<file path="src/rtl/rps_pkg.sv">
package rps_pkg;
  typedef enum logic [2:0] {
    RG_MAGT = 3'd0,
    RG_CAGT = 3'd1,
    RG_MORB = 3'd2,
    RG_CORB = 3'd3,
    RG_PTE  = 3'd4,
    RG_GEN  = 3'd5,
    RG_BULK = 3'd6,
    RG_DROP = 3'd7
  } region_e;

  typedef enum logic [1:0] {
    K_MORB = 2'd0,
    K_CORB = 2'd1,
    K_PTE  = 2'd2,
    K_BULK = 2'd3
  } req_kind_e;

  localparam int NUM_REGIONS = 7;
endpackage

</file>
<file path="src/rtl/rps_rst_sync.sv">
module rps_rst_sync (
  input  logic clk,
  input  logic arst_n,
  output logic rst_n_o
);
  logic [1:0] sync_q;

  always_ff @(posedge clk or negedge arst_n) begin
    if (!arst_n) sync_q <= 2'b00;
    else         sync_q <= {sync_q[0], 1'b1};
  end

  assign rst_n_o = sync_q[1];
endmodule

</file>
<file path="src/rtl/rps_label_table.sv">
module rps_label_table
  import rps_pkg::*;
#(
  parameter int LABEL_W = 6
) (
  input  logic               clk,
  input  logic               rst_n,
  input  logic               issue,
  input  logic [LABEL_W-1:0] issue_label,
  input  req_kind_e          issue_kind,
  input  logic               look_en,
  input  logic [LABEL_W-1:0] look_label,
  output logic               hit,
  output req_kind_e          hit_kind
);
  localparam int ENTRIES = 1 << LABEL_W;

  logic [ENTRIES-1:0] vld_q;
  req_kind_e          kind_q [ENTRIES];

  for (genvar i = 0; i < ENTRIES; i++) begin : g_entry
    logic sel_issue, sel_look, vld_d;

    always_comb begin
      sel_issue = issue && (issue_label == LABEL_W'(i));
      sel_look  = look_en && (look_label == LABEL_W'(i));
      vld_d     = vld_q[i];
      if (sel_look)  vld_d = 1'b0;
      if (sel_issue) vld_d = 1'b1;
    end

    always_ff @(posedge clk or negedge rst_n) begin
      if (!rst_n) begin
        vld_q[i]  <= 1'b0;
        kind_q[i] <= K_MORB;
      end else begin
        vld_q[i] <= vld_d;
        if (sel_issue) kind_q[i] <= issue_kind;
      end
    end
  end

  assign hit      = vld_q[look_label];
  assign hit_kind = kind_q[look_label];
endmodule

</file>
<file path="src/rtl/rps_classify.sv">
module rps_classify
  import rps_pkg::*;
#(
  parameter int               OFS_W        = 48,
  parameter logic [OFS_W-1:0] MGMT_AGT_OFS = 48'hFFFF_F001_0000,
  parameter logic [OFS_W-1:0] CMD_AGT_OFS  = 48'hFFFF_F001_0100
) (
  input  logic [3:0]       tcode,
  input  logic [OFS_W-1:0] offset,
  input  logic             hit,
  input  req_kind_e        hit_kind,
  output logic             is_resp,
  output logic             miss,
  output region_e          cls
);
  logic is_wr;

  always_comb begin
    is_resp = (tcode == 4'h6) || (tcode == 4'h7);
    is_wr   = (tcode == 4'h0) || (tcode == 4'h1);
    miss    = 1'b0;
    cls     = RG_GEN;
    if (is_resp) begin
      if (hit) begin
        unique case (hit_kind)
          K_MORB:  cls = RG_MORB;
          K_CORB:  cls = RG_CORB;
          K_PTE:   cls = RG_PTE;
          default: cls = RG_BULK;
        endcase
      end else begin
        cls  = RG_DROP;
        miss = 1'b1;
      end
    end else if (is_wr && offset == MGMT_AGT_OFS) begin
      cls = RG_MAGT;
    end else if (is_wr && offset == CMD_AGT_OFS) begin
      cls = RG_CAGT;
    end
  end
endmodule

</file>
<file path="src/rtl/rx_payload_sorter.sv">
module rx_payload_sorter
  import rps_pkg::*;
#(
  parameter int               LABEL_W      = 6,
  parameter int               OFS_W        = 48,
  parameter int               DATA_W       = 32,
  parameter int               AGT_QUADS    = 2,
  parameter int               ORB_QUADS    = 8,
  parameter int               PTE_QUADS    = 2,
  parameter int               GEN_QUADS    = 8,
  parameter int               BULK_QUADS   = 1024,
  parameter logic [OFS_W-1:0] MGMT_AGT_OFS = 48'hFFFF_F001_0000,
  parameter logic [OFS_W-1:0] CMD_AGT_OFS  = 48'hFFFF_F001_0100
) (
  input  logic                          clk,
  input  logic                          rst_n,
  input  logic                          req_issue,
  input  logic [LABEL_W-1:0]            req_label,
  input  logic [1:0]                    req_kind,
  input  logic                          hdr_valid,
  input  logic [3:0]                    hdr_tcode,
  input  logic [LABEL_W-1:0]            hdr_label,
  input  logic [OFS_W-1:0]              hdr_offset,
  input  logic                          hdr_empty,
  input  logic                          pl_valid,
  input  logic [DATA_W-1:0]             pl_data,
  input  logic                          pl_last,
  output logic                          wr_en,
  output logic [2:0]                    wr_region,
  output logic [$clog2(BULK_QUADS)-1:0] wr_addr,
  output logic [DATA_W-1:0]             wr_data,
  output logic [NUM_REGIONS-1:0]        irq,
  input  logic [NUM_REGIONS-1:0]        irq_clr,
  output logic                          ovf_flag,
  output logic                          unexp_flag,
  input  logic [1:0]                    flag_clr
);
  localparam int CNT_W  = $clog2(BULK_QUADS + 1);
  localparam int ADDR_W = $clog2(BULK_QUADS);

  function automatic logic [CNT_W-1:0] cap_of(region_e r);
    case (r)
      RG_MAGT, RG_CAGT: cap_of = CNT_W'(AGT_QUADS);
      RG_MORB, RG_CORB: cap_of = CNT_W'(ORB_QUADS);
      RG_PTE:           cap_of = CNT_W'(PTE_QUADS);
      RG_GEN:           cap_of = CNT_W'(GEN_QUADS);
      RG_BULK:          cap_of = CNT_W'(BULK_QUADS);
      default:          cap_of = '0;
    endcase
  endfunction

  logic      rst_s_n;
  logic      hit, is_resp, miss;
  req_kind_e hit_kind;
  region_e   hdr_cls;

  rps_rst_sync u_rst (.clk(clk), .arst_n(rst_n), .rst_n_o(rst_s_n));

  rps_label_table #(.LABEL_W(LABEL_W)) u_tbl (
    .clk(clk), .rst_n(rst_s_n),
    .issue(req_issue), .issue_label(req_label), .issue_kind(req_kind_e'(req_kind)),
    .look_en(hdr_valid && is_resp), .look_label(hdr_label),
    .hit(hit), .hit_kind(hit_kind)
  );

  rps_classify #(.OFS_W(OFS_W), .MGMT_AGT_OFS(MGMT_AGT_OFS), .CMD_AGT_OFS(CMD_AGT_OFS)) u_cls (
    .tcode(hdr_tcode), .offset(hdr_offset), .hit(hit), .hit_kind(hit_kind),
    .is_resp(is_resp), .miss(miss), .cls(hdr_cls)
  );

  logic                   active_q, active_d;
  region_e                cur_q, cur_d;
  logic [CNT_W-1:0]       cnt_q, cnt_d;
  logic                   wr_en_q, wr_en_d, wr_load;
  region_e                wr_region_q, wr_region_d;
  logic [ADDR_W-1:0]      wr_addr_q, wr_addr_d;
  logic [DATA_W-1:0]      wr_data_q;
  logic [NUM_REGIONS-1:0] irq_q, irq_d, irq_set;
  logic                   ovf_q, ovf_d, ovf_set;
  logic                   unexp_q, unexp_d, unexp_set;

  always_comb begin
    active_d    = active_q;
    cur_d       = cur_q;
    cnt_d       = cnt_q;
    wr_en_d     = 1'b0;
    wr_load     = 1'b0;
    wr_region_d = wr_region_q;
    wr_addr_d   = wr_addr_q;
    irq_set     = '0;
    ovf_set     = 1'b0;
    unexp_set   = 1'b0;
    if (hdr_valid) begin
      cur_d     = hdr_cls;
      cnt_d     = '0;
      active_d  = (hdr_cls != RG_DROP) && !hdr_empty;
      unexp_set = miss;
      if (hdr_cls != RG_DROP && hdr_empty) irq_set[hdr_cls] = 1'b1;
    end else if (active_q && pl_valid) begin
      if (cnt_q < cap_of(cur_q)) begin
        wr_en_d     = 1'b1;
        wr_load     = 1'b1;
        wr_region_d = cur_q;
        wr_addr_d   = cnt_q[ADDR_W-1:0];
        cnt_d       = cnt_q + 1'b1;
      end else begin
        ovf_set = 1'b1;
      end
      if (pl_last) begin
        active_d         = 1'b0;
        irq_set[cur_q]   = 1'b1;
      end
    end
    irq_d   = (irq_q & ~irq_clr) | irq_set;
    ovf_d   = (ovf_q & ~flag_clr[0]) | ovf_set;
    unexp_d = (unexp_q & ~flag_clr[1]) | unexp_set;
  end

  always_ff @(posedge clk or negedge rst_s_n) begin
    if (!rst_s_n) begin
      active_q    <= 1'b0;
      cur_q       <= RG_GEN;
      cnt_q       <= '0;
      wr_en_q     <= 1'b0;
      wr_region_q <= RG_MAGT;
      wr_addr_q   <= '0;
      wr_data_q   <= '0;
      irq_q       <= '0;
      ovf_q       <= 1'b0;
      unexp_q     <= 1'b0;
    end else begin
      active_q    <= active_d;
      cur_q       <= cur_d;
      cnt_q       <= cnt_d;
      wr_en_q     <= wr_en_d;
      wr_region_q <= wr_region_d;
      wr_addr_q   <= wr_addr_d;
      if (wr_load) wr_data_q <= pl_data;
      irq_q       <= irq_d;
      ovf_q       <= ovf_d;
      unexp_q     <= unexp_d;
    end
  end

  assign wr_en      = wr_en_q;
  assign wr_region  = wr_region_q;
  assign wr_addr    = wr_addr_q;
  assign wr_data    = wr_data_q;
  assign irq        = irq_q;
  assign ovf_flag   = ovf_q;
  assign unexp_flag = unexp_q;
endmodule

</file>
<file path="config.mk">
export PLATFORM = sky130hd
export DESIGN_NAME = rx_payload_sorter
export DESIGN_NICKNAME = d
export VERILOG_FILES = /design/src/rtl/rps_pkg.sv /design/src/rtl/rps_rst_sync.sv /design/src/rtl/rps_label_table.sv /design/src/rtl/rps_classify.sv /design/src/rtl/rx_payload_sorter.sv
export SDC_FILE = /design/constraint.sdc
export NUM_CORES = 1
export LEC_CHECK = 0
export BUFFER_PORTS_ARGS = -buffer_cell sky130_fd_sc_hd__buf_2
export CAP_MARGIN = 10
export CORE_ASPECT_RATIO = 1.2
export CORE_MARGIN = 1
export CORE_UTILIZATION = 45
export CTS_CLUSTER_DIAMETER = 60
export DETAILED_ROUTE_END_ITERATION = 10
export PLACE_DENSITY = 0.65
export SETUP_SLACK_MARGIN = 0.1
export SYNTH_ARGS = -nofsm -noshare
export SYNTH_HDL_FRONTEND = slang
export SYNTH_SLANG_ARGS = --single-unit
</file>
<file path="constraint.sdc">
create_clock -name clk -period 10.9 [get_ports clk]
set_input_delay 1.09 -clock clk [delete_from_list [all_inputs] [get_ports clk]]
set_output_delay 1.09 -clock clk [all_outputs]
set_load 0.01 [all_outputs]
</file>
### Yosys cells after proc, flatten, opt, wreduce, memory -nomap -nowiden

Index checks and enable logic that the tools add are counted.

| storage, ports and cells | value |
|---|---|
| flip-flop bits (word level) | 264 |
| output and inout port bits | 55 |
| logic and storage cells | 678 |

| operators by class | value |
|---|---|
| add/subtract/negate cells | 1 |
| $lt $le $gt $ge | 7 |
| eq/ne operators | 140 |
| mux-type cells | 164 |
| bitwise gates (word level) | 11 |
| reductions and logical operators | 216 |

Operator list:

| operator | count |
|---|---|
| == test 6 bit, second input constant | 64 |
| == test 6 x 5 -> 1 bit, second input constant | 32 |
| 2-to-1 mux 1 bit | 143 |
| logical AND 1 bit | 136 |
| nonzero test 2 bit | 67 |
| == test 48 bit, second input constant | 2 |
| == test 6 x 4 -> 1 bit, second input constant | 16 |
| 2-to-1 mux 11 bit | 5 |
| == test 6 x 3 -> 1 bit, second input constant | 8 |
| one-hot mux 11 bit (3 select lines) | 1 |
| 2-to-1 mux 7 bit | 4 |
| == test 6 x 2 -> 1 bit, second input constant | 4 |
| binary-select mux 2 bit (select 6 bit) | 1 |
| == test 6 x 1 -> 1 bit, second input constant | 2 |
| zero test 6 bit | 2 |
| 2-to-1 mux 3 bit | 4 |
| adder 11 x 1 -> 11 bit, second input constant | 1 |
| less-than comparator 11 bit | 1 |
| == test 3 bit, second input constant | 3 |
| one-hot mux 3 bit (3 select lines) | 1 |
| == test 4 x 3 -> 1 bit, second input constant | 2 |
| less-than comparator 3 x 4 -> 1 bit, second input constant | 2 |
| AND 7 bit | 1 |
| greater-or-equal comparator 7 bit, second input constant | 1 |
| other kinds (25) | 36 |

### Longest topological paths before layout

Gate-level depths: netlist of run 1.

| logic depth | value |
|---|---|
| word-level depth | 15 |
| mapped depth | 10 |

### Cells and area by module

From an unflattened synthesis of run 1, not the netlist that was laid out.

| second synthesis, totals | value |
|---|---|
| cells, all modules | 974 |
| area, all modules | 12231.7 um^2 |

Modules (own cells, without submodules):

| module | instances | cells each | area an instance (um^2) |
|---|---|---|---|
| rps_label_table | 1 | 710 | 8991.1 |
| rx_payload_sorter | 1 | 232 | 3005.4 |
| rps_classify | 1 | 29 | 181.4 |
| rps_rst_sync | 1 | 3 | 53.8 |

### Least setup slack after synthesis of run 1

OpenSTA, ideal clock, no wires.

| path | value |
|---|---|
| path kind | input to register |
| start | input hdr_label[1] |
| end | register irq_q[6] (netlist: irq[6]) |
| data arrival time | 3296 ps |
| data required time | 10823 ps |
| path slack | 7527 ps |
| stages | 9 |
| buffers on the path | 2 |
| cells stage by stage | buf_2 -> buf_1 -> mux4_2 -> a22oi_1 -> a21oi_1 -> or4_4 -> and2_1 -> o41a_1 -> o21ai_1 |

| on the way | value |
|---|---|
| longest elaborated chain between the ends | 15 |
| elaborated cells between the ends (all ways) | 22 |

RTL lines:

| what | line | RTL |
|---|---|---|
| from (decl) | rx_payload_sorter.sv:22 | `input logic [LABEL_W-1:0] hdr_label,` |
| inverter 6 -> 7 bit (not written as such) | rps_label_table.sv:44 | `assign hit_kind = kind_q[look_label];` |
| binary-select mux 2 bit (select 6 bit) | rps_label_table.sv:44 |  |
| 2-to-1 mux 2 bit (not written as such) (2 in series) | rps_label_table.sv:44 |  |
| == test 2 bit (tied with other cells) | rps_classify.sv:25 | `unique case (hit_kind)` |
| one-hot mux 3 bit (3 select lines) | rps_classify.sv:25 |  |
| 2-to-1 mux 3 bit * | rps_classify.sv:24 | `if (hit) begin` |
| 2-to-1 mux 3 bit * | rps_classify.sv:23 | `if (is_resp) begin` |
| less-than comparator 3 x 4 -> 1 bit (not written as such) or greater-or-equal comparator 3 x 1 -> 1 bit (tied branches) | rx_payload_sorter.sv:98 | `if (hdr_cls != RG_DROP && hdr_empty) irq_set[hdr_cls] = 1'b1;` |
| logical AND 1 bit (not written as such) | rx_payload_sorter.sv:98 |  |
| 2-to-1 mux 1 bit (not written as such) | rx_payload_sorter.sv:98 |  |
| demux 1 bit (select 3 bit) | rx_payload_sorter.sv:98 |  |
| 2-to-1 mux 7 bit * | rx_payload_sorter.sv:98 |  |
| 2-to-1 mux 7 bit * | rx_payload_sorter.sv:93 | `if (hdr_valid) begin` |
| bitwise OR 7 bit * | rx_payload_sorter.sv:114 | `irq_d = (irq_q & ~irq_clr) \| irq_set;` |
| net irq_d[6] | rx_payload_sorter.sv:78 | `logic [NUM_REGIONS-1:0] irq_q, irq_d, irq_set;` |
| to (signal assigned) | rx_payload_sorter.sv:139 | `irq_q <= irq_d;` |
| to (decl) | rx_payload_sorter.sv:78 |  |

The timed path passes the listed nets; every way through them passes the cells marked *. The select of a mux whose other input is x is not followed.
A chain may end at the register's enable or synchronous reset.

### Worst setup path in the final report of run 1

| path | value |
|---|---|
| start | input hdr_label[0] |
| end | register irq_q[0] (netlist: irq[0]) |

Same word-level chain as after synthesis.

==> qor.txt, run 1 <==
DP HPWL: 20.12 mm
CP startpoint: hdr_label[0]
Placed Cells: 1429
Number of synthesized flops with an enable pin: 0
CP required: 11.36 ns
RSZ-0062 raised after global routing: no
Top cell type's share of synthesized area: 0.5376
Cell mode on critical path: buf_4
Peak VDD IR: 0.0001036 V
Post-Route Skew: 0.01912 ns
Setup slack, reg-to-reg: 7.67 ns
CP Data Arrival Time: 4.42 ns
Worst path bufs/invs: 2
Post-CTS setup buffers: 0
Final Routed Wirelength: 29.85 mm
Warnings, synthesis: 0
Drt via density: 5.751
Remaining antenna violation count: 0
CTS tree: done
Syn Inst Count: 982
Overall power consumption: 2.545 mW
H-tree Lvls: 1
Iteration-0 DRC count of the detailed router: 552
Die ar.: 0.02777 mm^2
Synth Net Count: 1099
Synthesized flop and latch total: 264
Setup crit start kind: input port
Syn-to-layout area delta: 15.98%
CTS clk-pin slew, worst paths: 0.06 ns
Layout Nets: 1241
GRT Util Overall: 0.2198
Final setup fails: 0
Max stage delay cell, worst path: buf_4
CTS Sinks: 264
Synth unique cells: 58
Fill cells: 2280
PortBufs: 167
Crit path depth: 9
Post_cts resized: 0
TNS Setup: 0 ns
Worst Path Max Fanout: 38
Slew HR: 0.2198
Initial Utilization: 0.4614
Gr ovfl total: 0
Non-Filler Instances: 1480
CP endpoint kind: flop
Die width: 152.3 um
Num rows: 65
Worst R2R Start: cur_q[2]$_DFFE_PN1P_
Kind of critical path: input port to flop
Ant. Diodes: 0
Tightest Pin Transition: 1.160 ns
Crit path max-delay family: buffers and inverters
Violations in the final reports: design-rule violations
Power Density: 180.0 mW/mm^2
# DRC: 27
Core area: 0.02643 mm^2
Cells along the critical path: buf_4 > buf_4 > mux4_2 > a22oi_1 > a21oi_1 > or4_4 > and2_1 > o41a_1 > o21ai_1
Worst skew pair latency: 0.55 ns
Initial antenna violation count: 1
Max-cap viol count: 0
Routed length per placed instance: 20.17 um
Post-route minimum period: 3.960 ns
Syn Area/Cell: 12.42 um^2
Cell taking the most area after synthesis: dfrtp_1
Syn Std Cell Area: 0.01220 mm^2
Vias: 8512
Post-synthesis sequential area ratio: 0.5419
Pre-antenna DRT Iters: 8
Top Ports: 169
Final Hold Fails: 0
Status: finished, violations left
Longest Clk Path Bufs: 3
R2R cell count: 8
Clock root buffer: clkbuf_16
Max-slew violation count: 0
Final Cycle Share: 0.3633
Maximum clock frequency: 0.2525 GHz
First-pass GRT wire length: 47.95 mm
Util after Layout: 0.5351
Static leakage: 6.555 nW
Largest net degree at the start of global routing: 191
Vias in the first global route: 8619
Chip height: 182.3 um
Worst setup endpoint: irq[0]$_DFF_PN0_
Reg-to-Reg End: wr_data[5]$_DFFE_PN0P_
Placer Congestion: 0.8722
CP peak stage delay: 0.64 ns
Post-synth ARST share: 1.000
Worst min path class: input port to async pin
Share of layout cells above drive strength 1: 0.3948
Most area-consuming cells after synthesis: dfrtp_1 54%, mux2_2 16%, mux4_2 8.9%
CTS buffer count: 28
Cts-stage hold buffer count: 0
Dominant synthesized flop cell: dfrtp_1
Yosys cell counts (all sizes together) (2+ instances only):
library cell / instances
ha: 3
mux2: 175
and3: 4
a21oi: 13
o21ai: 89
or2: 8
xor2: 8
nand2: 119
nand4: 10
nor3: 8
nor2: 54
a41oi: 3
a22oi: 18
o31ai: 2
nor4bb: 2
nor4: 9
dfstp: 2
mux4: 48
and4: 3
nand3: 16
a211oi: 6
dfrtp: 262
and2: 3
or4: 2
buf: 16
a22o: 2
or3: 2
nor4b: 2
nor2b: 12
inv: 9
clkbuf: 43
o211ai: 2
mux2i: 4
nand2b: 6
area by class of cell:
class                   instances  area [um^2]  share of cell area
flip-flops and latches        264         6613              0.4675
well taps                     335        419.2             0.02963
clock inverters                13        123.9            0.008757
clock buffers                  38        779.5             0.05511
inverters                      10        37.54            0.002654
multi-input cells             649         5291              0.3741
repair buffers                171        880.8             0.06227
metal layers:
layer / vias up / track usage / part of all wire
met2: 326 / 0.3648 / 0.48
met3: 50 / 0.03966 / 0.072
met1: 4283 / 0.2925 / 0.42
li1: 3851 / - / -
met5: - / 0 / 0.00037
met4: 2 / 0.07265 / 0.026
cell families (layout without fill, tap and decap cells):
logic type,Yosys count,after routing,synth area share
buffers and inverters,69,232,0.02431
adders and majority gates,3,3,0.003078
and+or+nand+nor,264,264,0.1009
DFF,264,264,0.5419
xor gates and xnor gates,9,9,0.006464
AOI/OAI and AO/OA,145,145,0.06956
muxes,227,227,0.2535
other,1,1,0.0003075
per-stage QoR:
stage	cell area, um^2	setup WS [ns]	hold WS [ns]
floorplan	12200	3.001	0.3312
detailed placement	13240	6.356	0.3389
global route	14140	6.729	0.3099
CTS	14140	6.918	0.3092
global placement	13240	6.400	0.3343
finish	14140	6.940	0.3290
power breakdown:
group | internal, mW | switching [mW]
Sequential | 1.13 | 0.0792
Clock | 0.548 | 0.389
Combinational | 0.210 | 0.184
registers in the layout (all words and copies together), names as in the netlist, 3 cells and up:
| signal | flops |
|---|---|
| u_tbl.vld_q | 64 |
| cnt_q | 11 |
| wr_region | 3 |
| u_tbl.kind_q | 128 |
| cur_q | 3 |
| wr_addr | 10 |
| irq | 7 |
| wr_data | 32 |
how the worst min path moves through the flow:
stage,end,slack [ns],cells after the start
6_report,u_rst.sync_q[1]$_DFF_PN0_,0.33,1
2_1_floorplan,u_rst.sync_q[1]$_DFF_PN0_,0.33,0
3_5_place_dp,u_rst.sync_q[1]$_DFF_PN0_,0.34,0
3_3_place_gp,u_rst.sync_q[1]$_DFF_PN0_,0.33,0
5_1_grt,u_rst.sync_q[1]$_DFF_PN0_,0.31,1
4_1_cts,u_rst.sync_q[1]$_DFF_PN0_,0.31,1
placed cells by master, fill, tap and decap left out, drive strengths merged, types with 4 or more instances in the layout:
cell	Yosys	layout
a211oi	6	6
a21oi	13	13
a22oi	18	18
and3	4	4
buf	16	171
clkbuf	43	38
clkinv	1	9
dfrtp	262	262
inv	9	10
mux2	175	175
mux2i	4	4
mux4	48	48
nand2	119	119
nand2b	6	6
nand3	16	16
nand4	10	10
nor2	54	54
nor2b	12	12
nor3	8	8
nor4	9	9
o21ai	89	89
or2	8	8
xor2	8	8
Power figures use the tool's default switching activity.
==> inputs of run 2 (changes only) <==
- ABC_AREA: default -> 1
- PLACE_DENSITY: 0.65 -> 0.67
- clock period: 10.9 -> 3.33 ns (I/O delays scaled with it)
==> run 2 against run 1 <==
Against the previous run: the run now ends clean; global-route usage grew 3.2 points; sequential share of layout area fell by 2.5 points; via count is 35% higher; worst hold slack worse by 0.31 ns.
==> qor.txt, run 2 <==
Status: finished clean
Top-count cell post-synth: nand2_1
Sw Pwr: 2.410 mW (+270%)
Dominant synthesized flop cell: dfrtp_1
Top cell type's share of synthesized area: 0.5249 (-0.01271)
Longest Clk Path Bufs: 3 (unchanged)
Slew HR: 0.5053 (+0.2855)
Most area-consuming cells after synthesis: dfrtp_1 52%, nand2_1 27%, o21ai_0 8.9%
Worst skew pair latency: 0.54 ns (about the same)
Peak VDD IR: 0.0002848 V (+170%)
Synth unique cells: 33 (-43%)
Warnings, synthesis: 0 (unchanged)
Layout Nets: 1978 (+59%)
Final Cycle Share: 0.8013
Post-route minimum period: 2.668 ns
Syn Area/Cell: 7.466 um^2 (-40%)
TNS Setup: 0 ns (unchanged)
Setup crit start kind: flop
Clock power share: 0.373 (+0.005)
Static leakage: 7.883 nW (+20%)
Die width: 154.1 um (+1.2%)
Worst Path Max Fanout: 9 (-76%)
Die ar.: 0.02843 mm^2 (+2.4%)
Routed length per placed instance: 15.67 um (-22%)
Synthesized flop and latch total: 264 (unchanged)
Num rows: 66 (+1.5%)
RSZ-0062 raised after global routing: no
Design area: 0.01496 mm^2 (+5.8%)
GRT Util Overall: 0.2518 (+0.03201)
CP required: 3.78 ns (-7.58 ns)
CP endpoint kind: flop
Kind of critical path: flop to flop
CTS clk-pin slew, worst paths: 0.06 ns (about the same)
Core area: 0.02717 mm^2 (+2.8%)
P_int: 6.198 mW (+230%)
Synth Net Count: 1790 (+63%)
CTS tree: done
Max reg flops: 128 (unchanged)
Initial antenna violation count: 0 (-1)
Logic pwr share: 0.164 (+0.009)
# DRC: 0 (-100%)
Max-slew violation count: 0 (unchanged)
Share of layout cells above drive strength 1: 0.1344 (-0.2603)
Remaining antenna violation count: 0 (unchanged)
Pre-antenna DRT Iters: 5 (-3)
Chip height: 184.5 um (+1.2%)
CTS buffer count: 29 (+3.6%)
Syn Inst Count: 1673 (+70%)
Syn Std Cell Area: 0.01249 mm^2 (+2.4%)
Largest net degree at the start of global routing: 96 (-50%)
Vias: 11490 (+35%)
Vias in the first global route: 11190 (+30%)
First-pass GRT wire length: 57.19 mm (+19%)
Post-CTS setup buffers: 0 (unchanged)
Clock root buffer: clkbuf_16
CP Data Arrival Time: 3.12 ns (-1.30 ns)
Post-synthesis sequential area ratio: 0.5291 (-0.01281)
Max-cap viol count: 0 (unchanged)
Drt via density: 5.166 (-10%)
Tightest Pin Transition: 0.7403 ns (-0.4193 ns)
Post-synth ARST share: 1.000 (unchanged)
Maximum clock frequency: 0.3747 GHz
Synth top cells by count: 891 x nand2_1, 262 x dfrtp_1, 223 x o21ai_0
CTS Sinks: 264 (unchanged)
Final Routed Wirelength: 34.84 mm (+17%)
Final Hold Fails: 0 (unchanged)
Reg with most FFs: u_tbl.kind_q
Most frequent cells in the layout: 890 x nand2_1, 261 x dfrtp_1, 223 x o21ai_0
Power Density: 575.4 mW/mm^2 (+220%)
Gr ovfl total: 0 (unchanged)
Switching share of power: 0.2799 (+0.02363)
Final setup fails: 0 (unchanged)
Number of synthesized flops with an enable pin: 0 (unchanged)
Placed Area: 0.01369 mm^2 (+3.4%)
Commonest non-fill, non-tap cell in the layout: nand2_1
Iteration-0 DRC count of the detailed router: 1070 (+94%)
Seq pwr share: 0.463 (-0.014)
Cell taking the most area after synthesis: dfrtp_1
Top Ports: 169 (unchanged)
PortBufs: 167 (unchanged)
Initial Utilization: 0.4597 (-0.001647)
Post-Route Skew: 0.01999 ns (+0.0008771 ns)
Syn-to-layout area delta: 19.76%
DP HPWL: 23.04 mm (+14%)
Placer Congestion: 0.8953 (+2.6%)
H-tree Lvls: 1 (unchanged)
Worst min path class: input port to flop
-- run 2: cell count changes in the layout (fill, tap and decap cells not counted), sizes merged, moves of 18 or more --
cell         previous run  this run
mux4                   48         0
dlygate4sd3             0        30
nor2                   54        74
nand3                  16        36
o21ai                  89       226
mux2                  175         0
a22oi                  18         0
buf                   171       193
nand2                 119       892
inv                    10        54
-- run 2: power by group through the flow --
stage | logic [mW] | clock network (mW) | registers, mW
5_1_grt | 1.63 | 3.41 | 4.05
6_report | 1.41 | 3.21 | 3.99
3_3_place_gp | 1.35 | 0 | 4.01
2_1_floorplan | 0.777 | 0 | 4.11
3_5_place_dp | 1.38 | 0 | 4.04
4_1_cts | 1.41 | 3.28 | 3.98
-- run 2: area by class of cell --
cell class / instances / area (um^2)
well taps: 340 / 425.4
repair buffers: 223 / 1394
multi-input cells: 1288 / 5355
clock buffers: 42 / 854.6
inverters: 55 / 206.4
diodes: 1 / 2.502
fillers: 2611 / 12210
flip-flops and latches: 264 / 6613
clock inverters: 10 / 108.9
-- run 2: path summary, 6_finish.rpt --
path,cells after the start,to,slack (ns),startpoint
max,11,cnt_q[7]$_DFFE_PN0P_,0.66,cur_q[0]$_DFFE_PN1P_
min,3,wr_data[23]$_DFFE_PN0P_,0.02,pl_data[23]
max reg2reg,11,cnt_q[7]$_DFFE_PN0P_,0.66,cur_q[0]$_DFFE_PN1P_
min reg2reg,0,u_tbl.kind_q[7]$_DFFE_PN0P_,0.18,u_rst.sync_q[1]$_DFF_PN0_
max in group asynchronous,1,u_tbl.kind_q[86]$_DFFE_PN0P_,2.30,u_rst.sync_q[1]$_DFF_PN0_
min in group asynchronous,2,u_rst.sync_q[1]$_DFF_PN0_,0.11,rst_n
-- run 2: per-stage QoR --
stage          setup WS (ns)  utilization  hold WS, ns  std cells  power, mW
2_1_floorplan         0.6855            -      0.03741       1673      4.885
3_3_place_gp          0.6823       0.5040       0.1186       2140      5.366
3_5_place_dp          0.6882       0.5040       0.1222       2140      5.419
4_1_cts               0.6815       0.5505     0.001425       2222      8.677
5_1_grt               0.4619       0.5505      0.01126       2222      9.088
6_report              0.6615       0.5506      0.01744       2223      8.608
-- run 2: cell families (layout without fill, tap and decap cells) --
| group | count (synthesis) | count (layout) | share of synthesized area |
|---|---|---|---|
| other | 1 | 2 | 0.0003002 |
| flip-flops | 264 | 264 | 0.5291 |
| AND/OR/NAND/NOR | 1033 | 1033 | 0.3198 |
| buffers and inverters | 121 | 330 | 0.04277 |
| adder cells (fa/ha/maj) | 3 | 3 | 0.003005 |
| XOR/XNOR | 4 | 4 | 0.002804 |
| AO/OA/AOI/OAI | 247 | 247 | 0.1022 |
-- run 2: repair_timing --
action / in CTS / in global routing
endpoints found under the hold margin: 31 / 0
gates resized for setup: 0 / 0
hold buffers: 30 / 0
-- run 2: layer usage --
layer	up-vias	track usage	part of all wire
li1	5695	-	-
met1	5330	0.3378	0.45
met2	390	0.4205	0.46
met3	70	0.02845	0.056
met4	0	0.09520	0.034
met5	-	0	0
-- run 2: worst max-delay path, stage by stage (launching register included) --
cell	delay, ns
dfstp_2	0.55
inv_1	0.11
nor3_1	0.25
nor2_1	0.10
ha_1	0.19
nor3_1	0.12
nand3_1	0.10
a21oi_1	0.26
nand3_1	0.31
nand2_1	0.33
nand3_1	0.10
a21oi_1	0.15
==> inputs of run 3 (changes only) <==
- clock period: 3.33 -> 2.4 ns (I/O delays scaled with it)
==> run 3 against run 2 <==
Against the previous run: combinational power up 49%; sequential share of layout area is 1.6 points lower; first-iteration DRC count decreased by 9.3%; clock power increased by 32%; via count is 2.9% higher; clock-buffer cell count shrank 3; design area is 3.9% higher; die area unchanged; critical endpoint is now wr_data[18]$_DFFE_PN0P_; highest routed layer unchanged.
==> qor.txt, run 3 (synthesized netlist as in run 2, its figures left out) <==
CTS buffer count: 27 (-6.9%)
Slew HR: 0.5239 (+0.01866)
Max stage delay cell, worst path: dfstp_2
Num rows: 66 (unchanged)
DP HPWL: 23.86 mm (+3.5%)
CP Data Arrival Time: 2.73 ns (-0.39 ns)
CTS tree: done
Worst skew pair latency: 0.54 ns (about the same)
Cell mode on critical path: nand2_1
Util after Layout: 0.5718 (+0.02123)
Layout Nets: 2015 (+1.9%)
Placer Congestion: 0.9393 (+4.9%)
Multi-input gate area: 0.005444 mm^2 (+1.7%)
Vias: 11820 (+2.9%)
Core area: 0.02717 mm^2 (unchanged)
Worst min path class: input port to flop
Tightest Pin Transition: 0.7141 ns (-0.02620 ns)
Hold Crit Start: irq_clr[6]
Syn-to-layout area delta: 24.38%
Iteration-0 DRC count of the detailed router: 970 (-9.3%)
Pre-CTS WS: -0.02591 ns (-0.7141 ns)
Static leakage: 8.131 nW (+3.1%)
Kind of critical path: flop to flop
Status: finished clean
Largest net degree at the start of global routing: 81 (-16%)
PortBufs: 167 (unchanged)
Gr ovfl total: 0 (unchanged)
Final Cycle Share: 0.9388 (+0.1375)
Setup crit start kind: flop
CP endpoint kind: flop
Seq. cell area: 0.006614 mm^2 (about the same)
Max reg flops: 128 (unchanged)
Overall power consumption: 11.91 mW (+38%)
# DRC: 0 (unchanged)
Initial antenna violation count: 0 (unchanged)
Remaining antenna violation count: 0 (unchanged)
Non-Filler Instances: 2258 (+1.6%)
Drt via density: 5.233 (+1.3%)
Final setup fails: 0 (unchanged)
Worst Path Max Fanout: 9 (unchanged)
Clock root buffer: clkbuf_16
R2R cell count: 12 (+1)
Cells along the critical path: inv_4 > nor3_4 > nor2_2 > ha_2 > nand2_2 > nand3_2 > a21oi_4 > nand2_8 > clkinv_8 > buf_6 > nand2_1 > nand2_1
Longest Clk Path Bufs: 3 (unchanged)
Reg-to-Reg End: wr_data[18]$_DFFE_PN0P_
CTS Sinks: 264 (unchanged)
RSZ-0062 raised after global routing: yes
Max-cap viol count: 0 (unchanged)
Post-Route Skew: 0.007324 ns (-0.01267 ns)
Vias in the first global route: 11170 (-0.16%)
Routed length per placed instance: 16.53 um (+5.4%)
Peak VDD IR: 0.0005031 V (+77%)
Max-slew violation count: 0 (unchanged)
Ant. Diodes: 0 (-1)
Chip height: 184.5 um (unchanged)
Post-route minimum period: 2.253 ns (-0.4153 ns)
Placed Cells: 2156 (+0.75%)
Most frequent cells in the layout: 887 x nand2_1, 260 x dfrtp_1, 219 x o21ai_0
H-tree Lvls: 1 (unchanged)
Die ar.: 0.02843 mm^2 (unchanged)
GRT Util Overall: 0.2576 (+0.005857)
Share of layout cells above drive strength 1: 0.1528 (+0.01833)
Die width: 154.1 um (unchanged)
Final Hold Fails: 0 (unchanged)
WHS Endpoint: irq[6]$_DFF_PN0_
CTS clk-pin slew, worst paths: 0.06 ns (about the same)
CP startpoint: cur_q[2]$_DFFE_PN1P_
Reg with most FFs: u_tbl.kind_q
First-pass GRT wire length: 58.27 mm (+1.9%)
Maximum clock frequency: 0.4438 GHz (+18%)
Setup slack, reg-to-reg: 0.15 ns (-0.51 ns)
Initial Utilization: 0.4597 (unchanged)
Final setup margin: 0.1468 ns (-0.5147 ns)
CP required: 2.88 ns (-0.90 ns)
Top Ports: 169 (unchanged)
Power Density: 766.4 mW/mm^2 (+33%)
CP peak stage delay: 0.58 ns (+0.03 ns)
Pre-antenna DRT Iters: 7 (+2)
Hold Path Depth: 4 (+1)
Fill cells: 2483 (-4.9%)
Commonest non-fill, non-tap cell in the layout: nand2_1
Worst R2R Start: cur_q[2]$_DFFE_PN1P_
Final Routed Wirelength: 37.32 mm (+7.1%)
## run 3: changes by cell type in the layout (fill, tap and decap cells not counted), sizes merged
cell,delta
buf,+21
clkbuf,+3
diode,-1
dlygate4sd3,+12
inv,-1
clkinvlp,-1
clkinv,+2
## run 3: layer usage
| layer | global-route usage | vias up | share of wire |
|---|---|---|---|
| met5 | 0 | - | 0 |
| met4 | 0.08520 | 0 | 0.034 |
| met3 | 0.03644 | 89 | 0.060 |
| met2 | 0.4364 | 436 | 0.47 |
| met1 | 0.3399 | 5539 | 0.43 |
| li1 | - | 5753 | - |
## run 3: through the flow
step / hold WS, ns / TNS [ns] / instance area (um^2)
floorplan: -0.05559 / -63.56 / 12490
global placement: 0.02593 / 0 / 13910
detailed placement: 0.03088 / -0.02591 / 13910
CTS: 0.03096 / 0 / 15240
global route: 0.03138 / 0 / 15540
finish: 0.03364 / 0 / 15540
## run 3: final cells by class
cell class / instances / share of cell area
clock buffer: 39 / 0.05090
clock inverter: 10 / 0.006684
inverter: 55 / 0.01425
multi-input combinational: 1288 / 0.3504
sequential: 264 / 0.4257
tap: 340 / 0.02738
timing repair buffer: 262 / 0.1247
## run 3: report_power, final
group | switching, mW | total, mW | internal (mW) | leakage, nW
logic | 1.26 | 2.10 | 0.845 | 4.23
registers | 0.386 | 5.55 | 5.17 | 3.45
clock network | 1.76 | 4.25 | 2.49 | 0.449
total | 3.40 | 11.9 | 8.50 | 8.13
## run 3: repair_timing
item | 4_1_cts | 5_1_grt
gates cloned | 0 | 10
pin swaps | 0 | 5
hold endpoints to repair | 42 | 0
resized for setup | 3 | 28
buffers inserted | 0 | 1
endpoints found under the setup margin | 43 | 49
hold buffers | 42 | 0
## run 3: worst max-delay path by stage
stage | to
global placement | cnt_q[7]$_DFFE_PN0P_
floorplan | active_q$_DFFE_PN0P_
finish | wr_data[18]$_DFFE_PN0P_
detailed placement | cnt_q[7]$_DFFE_PN0P_
global route | wr_data[18]$_DFFE_PN0P_
CTS | cnt_q[5]$_DFFE_PN0P_
## run 3: worst max-delay path, delay by kind of cell (launching register included)
kind,cells,cell delay [ns]
AND/OR/NAND/NOR,7,0.74
adder cells (fa/ha/maj),1,0.26
AO/OA/AOI/OAI,1,0.29
buffers and inverters,3,0.31
flip-flops,1,0.58
